===== src/rtl/satadd_pkg.sv =====
package satadd_pkg;

  localparam int unsigned IW = 32;
  localparam int unsigned RIDX_W = 4;

  // constant-field masks and patterns of the two forms
  localparam logic [IW-1:0] FIX_MASK = 32'h0FF0_0FF0;
  localparam logic [IW-1:0] FIX_PAT  = 32'h0100_0050;
  localparam logic [IW-1:0] CMP_MASK = 32'hFFF0_F0F0;
  localparam logic [IW-1:0] CMP_PAT  = 32'hFA80_F080;

  typedef enum logic [3:0] {
    CC_EQ = 4'd0,  CC_NE = 4'd1,  CC_CS = 4'd2,  CC_CC = 4'd3,
    CC_MI = 4'd4,  CC_PL = 4'd5,  CC_VS = 4'd6,  CC_VC = 4'd7,
    CC_HI = 4'd8,  CC_LS = 4'd9,  CC_GE = 4'd10, CC_LT = 4'd11,
    CC_GT = 4'd12, CC_LE = 4'd13, CC_AL = 4'd14, CC_NV = 4'd15
  } cond_e;

  typedef struct packed {
    logic n;
    logic z;
    logic c;
    logic v;
  } flags_t;

  typedef struct packed {
    logic              hit;
    logic              uncond;
    cond_e             cond;
    logic [RIDX_W-1:0] rd;
    logic [RIDX_W-1:0] rn;
    logic [RIDX_W-1:0] rm;
  } dec_t;

endpackage


===== src/rtl/satadd_decode.sv =====
module satadd_decode
  import satadd_pkg::*;
(
  input  logic [IW-1:0] instr_i,
  input  logic          compact_i,
  output dec_t          dec_o
);

  logic fix_hit, cmp_hit;
  dec_t fix_d, cmp_d;

  assign fix_hit = ((instr_i & FIX_MASK) == FIX_PAT) && (instr_i[31:28] != 4'hF);
  assign cmp_hit = ((instr_i & CMP_MASK) == CMP_PAT);

  always_comb begin
    fix_d.hit    = fix_hit;
    fix_d.uncond = 1'b0;
    fix_d.cond   = cond_e'(instr_i[31:28]);
    fix_d.rn     = instr_i[19:16];
    fix_d.rd     = instr_i[15:12];
    fix_d.rm     = instr_i[3:0];

    cmp_d.hit    = cmp_hit;
    cmp_d.uncond = 1'b1;
    cmp_d.cond   = CC_AL;
    cmp_d.rn     = instr_i[19:16];
    cmp_d.rd     = instr_i[11:8];
    cmp_d.rm     = instr_i[3:0];
  end

  assign dec_o = compact_i ? cmp_d : fix_d;

  always_comb begin
    if (!compact_i && instr_i[31:28] == 4'hF)
      AST_NV_NOT_HIT: assert (!dec_o.hit);
  end

endmodule


===== src/rtl/satadd_cond.sv =====
module satadd_cond
  import satadd_pkg::*;
(
  input  cond_e  cond_i,
  input  flags_t flg_i,
  output logic   pass_o
);

  logic nv_eq;
  assign nv_eq = (flg_i.n == flg_i.v);

  always_comb begin
    unique case (cond_i)
      CC_EQ:   pass_o = flg_i.z;
      CC_NE:   pass_o = !flg_i.z;
      CC_CS:   pass_o = flg_i.c;
      CC_CC:   pass_o = !flg_i.c;
      CC_MI:   pass_o = flg_i.n;
      CC_PL:   pass_o = !flg_i.n;
      CC_VS:   pass_o = flg_i.v;
      CC_VC:   pass_o = !flg_i.v;
      CC_HI:   pass_o = flg_i.c && !flg_i.z;
      CC_LS:   pass_o = !flg_i.c || flg_i.z;
      CC_GE:   pass_o = nv_eq;
      CC_LT:   pass_o = !nv_eq;
      CC_GT:   pass_o = !flg_i.z && nv_eq;
      CC_LE:   pass_o = flg_i.z || !nv_eq;
      CC_AL:   pass_o = 1'b1;
      default: pass_o = 1'b0;
    endcase
  end

endmodule


===== src/rtl/satadd_core.sv =====
module satadd_core #(
  parameter int unsigned W = 32
) (
  input  logic [W-1:0] a_i,
  input  logic [W-1:0] b_i,
  output logic [W-1:0] res_o,
  output logic         sat_o
);

  localparam logic [W-1:0] POS_LIM = {1'b0, {(W-1){1'b1}}};
  localparam logic [W-1:0] NEG_LIM = {1'b1, {(W-1){1'b0}}};

  logic [W-1:0] raw;
  logic         same_sign;

  assign raw       = a_i + b_i;
  assign same_sign = (a_i[W-1] == b_i[W-1]);
  assign sat_o     = same_sign && (raw[W-1] != a_i[W-1]);

  always_comb begin
    if (!sat_o)          res_o = raw;
    else if (a_i[W-1])   res_o = NEG_LIM;
    else                 res_o = POS_LIM;
  end

  always_comb begin
    if (a_i[W-1] != b_i[W-1])
      AST_MIXED_SIGN_NO_CLAMP: assert (res_o == raw);
  end

endmodule


===== src/rtl/satadd_exec_unit.sv =====
module satadd_exec_unit
  import satadd_pkg::*;
(
  input  logic        clk,
  input  logic        rst,
  input  logic        issue_valid,
  input  logic        mode,
  input  logic [31:0] instr,
  input  logic [31:0] op_n,
  input  logic [31:0] op_m,
  input  logic [3:0]  nzcv,
  input  logic        sat_clr,
  output logic [3:0]  src_n_idx,
  output logic [3:0]  src_m_idx,
  output logic [3:0]  rd_idx,
  output logic        wr_en,
  output logic [31:0] result,
  output logic        illegal,
  output logic        sat_flag
);

  dec_t dec;
  logic cond_ok;
  logic clamp;
  logic go;
  logic sat_q;

  satadd_decode u_dec (
    .instr_i   (instr),
    .compact_i (mode),
    .dec_o     (dec)
  );

  satadd_cond u_cond (
    .cond_i (dec.cond),
    .flg_i  (flags_t'(nzcv)),
    .pass_o (cond_ok)
  );

  satadd_core #(.W(IW)) u_core (
    .a_i   (op_n),
    .b_i   (op_m),
    .res_o (result),
    .sat_o (clamp)
  );

  assign go        = issue_valid && dec.hit && (dec.uncond || cond_ok);
  assign wr_en     = go;
  assign illegal   = issue_valid && !dec.hit;
  assign rd_idx    = dec.rd;
  assign src_n_idx = dec.rn;
  assign src_m_idx = dec.rm;
  assign sat_flag  = sat_q;

  // set beats clear when both land in one cycle
  always_ff @(posedge clk) begin
    if (rst)               sat_q <= 1'b0;
    else if (go && clamp)  sat_q <= 1'b1;
    else if (sat_clr)      sat_q <= 1'b0;
  end

  AST_ILLEGAL_NO_WRITE: assert property (@(posedge clk) disable iff (rst)
    illegal |-> !wr_en);
  AST_SAT_STICKY: assert property (@(posedge clk) disable iff (rst)
    (sat_flag && !sat_clr) |=> sat_flag);
  AST_SAT_SET: assert property (@(posedge clk) disable iff (rst)
    (wr_en && (result == 32'h7FFF_FFFF || result == 32'h8000_0000)
     && (op_n[31] == op_m[31]) && (result[31] == op_n[31])
     && ((op_n + op_m) != result)) |=> sat_flag);
  AST_CLR_WINS_IDLE: assert property (@(posedge clk) disable iff (rst)
    (sat_clr && !issue_valid) |=> !sat_flag);
  AST_IDLE_QUIET: assert property (@(posedge clk) disable iff (rst)
    !issue_valid |-> (!wr_en && !illegal));
  AST_COMPACT_RD: assert property (@(posedge clk) disable iff (rst)
    (wr_en && mode) |-> (rd_idx == instr[11:8]));

endmodule


===== config.mk =====
export PLATFORM = sky130hd
export DESIGN_NAME = satadd_exec_unit
export DESIGN_NICKNAME = d
export VERILOG_FILES = /design/src/rtl/satadd_pkg.sv /design/src/rtl/satadd_decode.sv /design/src/rtl/satadd_cond.sv /design/src/rtl/satadd_core.sv /design/src/rtl/satadd_exec_unit.sv
export SDC_FILE = /design/constraint.sdc
export NUM_CORES = 1
export LEC_CHECK = 0
export ABC_AREA = 1
export BUFFER_PORTS_ARGS = -buffer_cell sky130_fd_sc_hd__buf_2
export CAP_MARGIN = 40
export CORE_ASPECT_RATIO = 0.6
export CORE_MARGIN = 5
export CORE_UTILIZATION = 30
export CTS_BUF_LIST = sky130_fd_sc_hd__clkbuf_4
export CTS_CLUSTER_DIAMETER = 150
export DETAILED_ROUTE_END_ITERATION = 8
export PLACE_DENSITY = 0.66
export SLEW_MARGIN = 15
export SYNTH_ARGS = -nofsm -noshare
export SYNTH_HDL_FRONTEND = slang
export SYNTH_SLANG_ARGS = --single-unit

===== constraint.sdc =====
create_clock -name clk -period 1.76 [get_ports clk]
set_clock_uncertainty 0.1 [all_clocks]
set_input_delay 0 -clock clk [delete_from_list [all_inputs] [get_ports clk]]
set_output_delay 0 -clock clk [all_outputs]
set_load 0.05 [all_outputs]

Word-level counts from Yosys, hierarchy flattened
Cells that the tools add are included.

Flip-flop bits (word level): 1. Logic and storage cells: 47.

Equality and inequality tests: 20. Mux-type cells: 6. Add/sub/neg operators: 1. Reductions and logical operators: 19.

Operator list (count): 32-bit 2-to-1 mux (2); 32-bit adder (1); 4-bit equality test, second input constant (7); 20-bit equality test, second input constant (1); 18-bit 2-to-1 mux (1); 16-bit by 13-bit equality test with 1-bit output, second input constant (1); 4-bit by 3-bit equality test with 1-bit output, second input constant (4); 1-bit case mux with 15 select lines (1); 4-bit by 2-bit equality test with 1-bit output, second input constant (2); 1-bit logical AND (8); 1-bit zero test (6); 4-bit by 1-bit equality test with 1-bit output, second input constant (1); 4-bit zero test (1); 4-bit != test, second input constant (1); 1-bit logical OR (3); 1-bit equality test (2); 1-bit 2-to-1 mux (2); 2-bit nonzero test (1); 1-bit != test (1).

Longest topological paths before layout
Depth in word-level cells: 9. Gate-level depth with buffers: 14. Gate-level depth less buffers: 14.

Hierarchy
A second synthesis with hierarchy kept.

Cells, all modules: 688. Area, all modules: 3357.0 um2.

By module, submodules not included: satadd_core (area each 2726.4 um2, cells an instance 551, times used 1, sequential area each 0.0 um2); satadd_decode (area each 324.1 um2, cells an instance 69, times used 1, sequential area each 0.0 um2); satadd_cond (area each 229.0 um2, cells an instance 55, times used 1, sequential area each 0.0 um2); satadd_exec_unit (area each 77.6 um2, cells an instance 13, times used 1, sequential area each 20.0 um2).

Worst setup path before layout
No wires, ideal clock.

Path type: input -> output. From: input op_n[5]. To: output result[1]. Path slack: -0.467 ns. Buffers on the path: 0. Stages on the path: 11. Arrival time: 2.127 ns. Cells stage by stage: ha_1 > nand2_1 > nor2_1 > nand3_1 > nand2_2 > nand2_1 > nand2_2 > nand2_2 > nand2_4 > nor2_8 > o21ai_0.

Word-level cells in the longest chain between the ends: 4.

RTL lines: start, declared (line satadd_exec_unit.sv:9) `input logic [31:0] op_n,`; 32-bit adder (line satadd_core.sv:16) `assign raw = a_i + b_i;`; 1-bit != test (line satadd_core.sv:18) `assign sat_o = same_sign && (raw[W-1] != a_i[W-1]);`; 1-bit logical AND (line satadd_core.sv:18); 32-bit 2-to-1 mux (line satadd_core.sv:21) `if (!sat_o) res_o = raw;`; end, declared (line satadd_exec_unit.sv:17) `output logic [31:0] result,`.

Every way passes these cells.

Worst setup path after layout
From: input op_n[10]. To: output result[24].

Word-level cells in the longest chain between the ends: 4.

RTL lines (line): 32-bit adder (*) (satadd_core.sv:16); 1-bit != test (satadd_core.sv:18); 1-bit logical AND (satadd_core.sv:18); 32-bit 2-to-1 mux (*) (satadd_core.sv:21).

Every way passes the cells marked *; elsewhere a longest branch is shown, timed or not.

==> summary.md <==
| Metric | Value |
|---|---|
| Status | `complete, but fails checks` |
| Failing checks | `negative setup slack` |
| Port bufs | `between 100 and 150` |
| Die area | `roughly 11000 µm²` |
| Post-route minimum period | `a little over 2000 ps` |
| Top-count cell post-synth | `nand2_1` |
| Diodes inserted | `0` |
| Top_reg_cell synth | `dfxtp_1` |
| Final Hold Viols | `0` |
| Reg2reg end | `sat_flag` |
| Crit path top cell by count | `nand2_2` |
| CP Data Required Time | `between 1500 and 2000 ps` |
| Total core area | `8690 µm²` |
| Reg2Reg Setup Slack | `between 1000 and 1500 ps` |
| Netlist cell types | `38` |
| DR pass1 iterations | `5` |
| Synth Area per Inst | `between 5 and 6 µm²` |
| Clock latency on the worst-skew pair | `0 ps` |
| Register clock-pin slew on the reported worst setup and hold paths | `0 ps` |
| Period utilization | `1.18` |
| Cells after Synth | `about 510` |
| R2r startpoint | `sat_flag` |
| Sequential-to-total area share from yosys stat | `0.00736` |
| # IOs | `roughly 150` |
| Stages on worst setup path | `13` |
| Hold Crit Class | `input port to flop` |
| Slew @ Worst Pin | `approximately 530 ps` |
| Total Wirelength | `~16 mm` |
| WHS Endpoint | `sat_flag` |
| Final std cells w/o fill | `875` |
| Setup TNS | `-4630 ps` |
| Ys async rst share | `0` |
| Setup crit start kind | `input port` |
| Largest net degree at the start of global routing | `15` |
| R2R cell count | `2` |
| Final setup viols | `32` |
| RSZ-0062 raised after global routing | `yes` |
| Setup crit start | `op_n[10]` |
| LEAKAGE | `~0.0032 µW` |
| Placed Instances | `829` |
| Final net count | `roughly 900` |
| Vias after detailed routing | `approximately 4600` |
| Wire length per cell | `17.8 µm` |
| WP buf/inv | `4` |
| Gr usage total | `0.236` |
| Final HPWL DP | `9.45 mm` |
| Delay-heaviest family, CP | `simple AND/OR/NAND/NOR gates` |
| P&R area growth vs syn | `138%` |
| Cell row count | `26` |
| DRC | `0` |
| Post-DRT Antenna Nets | `0` |
| MaxCap Viol Count | `0` |
| Synth cell count leaders | `nand2_1 (179), inv_1 (61), nor2_1 (56)` |
| Worst hold path depth | `2` |
| Layout cells sized above 1 | `0.630` |
| Yosys reg bits | `1` |
| Final Max Tran Viols | `0` |
| Critical Path AT | `just under 2000 ps` |
| Total grt overflow | `0` |
| Placed cell areas | `approximately 4100 µm²` |
| Maximum clock rate | `482 MHz` |
| Vias in the first global route | `between 4000 and 5000` |
| Max reg flops | `1` |
| Die height | `around 84 µm` |
| Largest cells by area after synthesis | `nand2_1 (25%), ha_1 (14%), inv_1 (8.4%), nor2_1 (7.7%), a21oi_1 (7.0%)` |
| Ys Warns | `0` |
| Die width | `~130 µm` |
| Slew Limit Headroom | `0.643` |
| Initial Util | `0.313` |
| Post-synth EDFFs | `0` |
| Worst setup EP type | `primary output` |
| Pwr per Cell Area | `560 nW/µm²` |
| Crit path largest cell delay | `approximately 290 ps` |
| RePlAce Congestion | `between 0.9 and 1` |
| Peak supply drop | `0.555 mV` |
| Critical hold path startpoint | `rst` |
| First-pass GRT wire length | `approximately 22 mm` |
| CP cell instances | `buf_6 -> ha_4 -> buf_4 -> nand2_2 -> nor2_2 -> inv_1 -> nor2_1 -> nand3_1 -> nand3_2 -> xor2_1 -> nand2_1 -> nand2_2 -> buf_8` |
| Synth top area share | `0.247` |
| Synthesized area | `2720 µm²` |
| Starting DRT DRC Count | `326` |
| Post-DR vias/cell | `~5.2` |
| Min setup slack post-route | `-315 ps` |
| Syn Nets | `around 650` |
| Crit path kind | `input port to primary output` |
| Crit-path max FO | `3` |
| Initial antenna violation count | `0` |
| Slowest-stage cell, CP | `ha_4` |
| Design area | `6460 µm²` |
| Top cell type by total area after synthesis | `nand2_1` |
-- what timing repair did --
action / in CTS / in global routing
hold buffers: 8 / 0
pin swaps: 85 / 44
buffers inserted: 25 / 9
cloned: 6 / 1
setup endpoints to repair: 33 / 33
resized for setup: 316 / 106
hold endpoints to repair: 8 / 0
-- worst max path at each step --
stage                  to  slack, ps
2_1_floorplan   result[1]        -90
3_3_place_gp    result[8]       -270
3_5_place_dp   result[28]       -300
4_1_cts        result[28]       -110
5_1_grt        result[24]       -360
6_report       result[24]       -320
-- metrics by stage --
step	total power [µW]	hold slack [ps]	setup WS (ps)	util
2_1_floorplan	1480	-30.9	-91.2	-
3_3_place_gp	2160	-99.7	-273	0.476
3_5_place_dp	2180	-99.7	-301	0.476
4_1_cts	3160	58.8	-112	0.679
5_1_grt	3790	79.4	-362	0.744
6_report	3620	59.2	-315	0.744
-- layout make-up --
class / instances / area, µm²
multi-input combinational: 433 / 3720
timing repair buffer: 260 / 2260
fill: 594 / 2220
inverter: 66 / 267
tap: 112 / 140
timing repair inverter: 3 / 56.3
sequential: 1 / 20.0
-- logic make-up (layout without fill, tap and decap cells) --
kind of cell               count (synthesis)  in the layout  synth area share
and+or+nand+nor                          292            292             0.448
AOI/OAI and AO/OA                         85             85             0.186
buffers and inverters                     80            329             0.132
adders and majority gates                 32             32             0.150
xor gates and xnor gates                  24             24            0.0773
DFF                                        1              1           0.00736
-- per-layer routing --
metal  up-vias  GRT usage  wire length [µm]
met3        56     0.0331              1280
li1       2158          -                 -
met4         0     0.0509               551
met2       258      0.415              7430
met5         -          0                 0
met1      2082      0.306              6340
-- layout by cell type, fill, tap and decap left out, types with 4 or more instances in the layout --
master	instances
a21o_1	4
a21oi_1	21
a21oi_2	10
a21oi_4	10
buf_2	77
buf_4	99
buf_6	41
buf_8	28
dlygate4sd3_1	8
ha_1	5
ha_4	26
inv_1	53
inv_2	11
nand2_1	82
nand2_2	57
nand2_4	47
nand3_1	16
nand3_2	6
nand3_4	4
nand4_1	8
nor2_1	38
nor2_2	12
nor2_4	6
nor3_1	4
o21ai_0	10
o21ai_4	8
o21bai_1	4
xnor2_1	4
xor2_1	11
xor2_2	4
-- power by group --
part / switching (µW) / internal [µW]
sequential: 0.0000105 / 23.1
clock: 0 / 0
combinational: 2020 / 1570
Power figures use the tool's default switching activity.
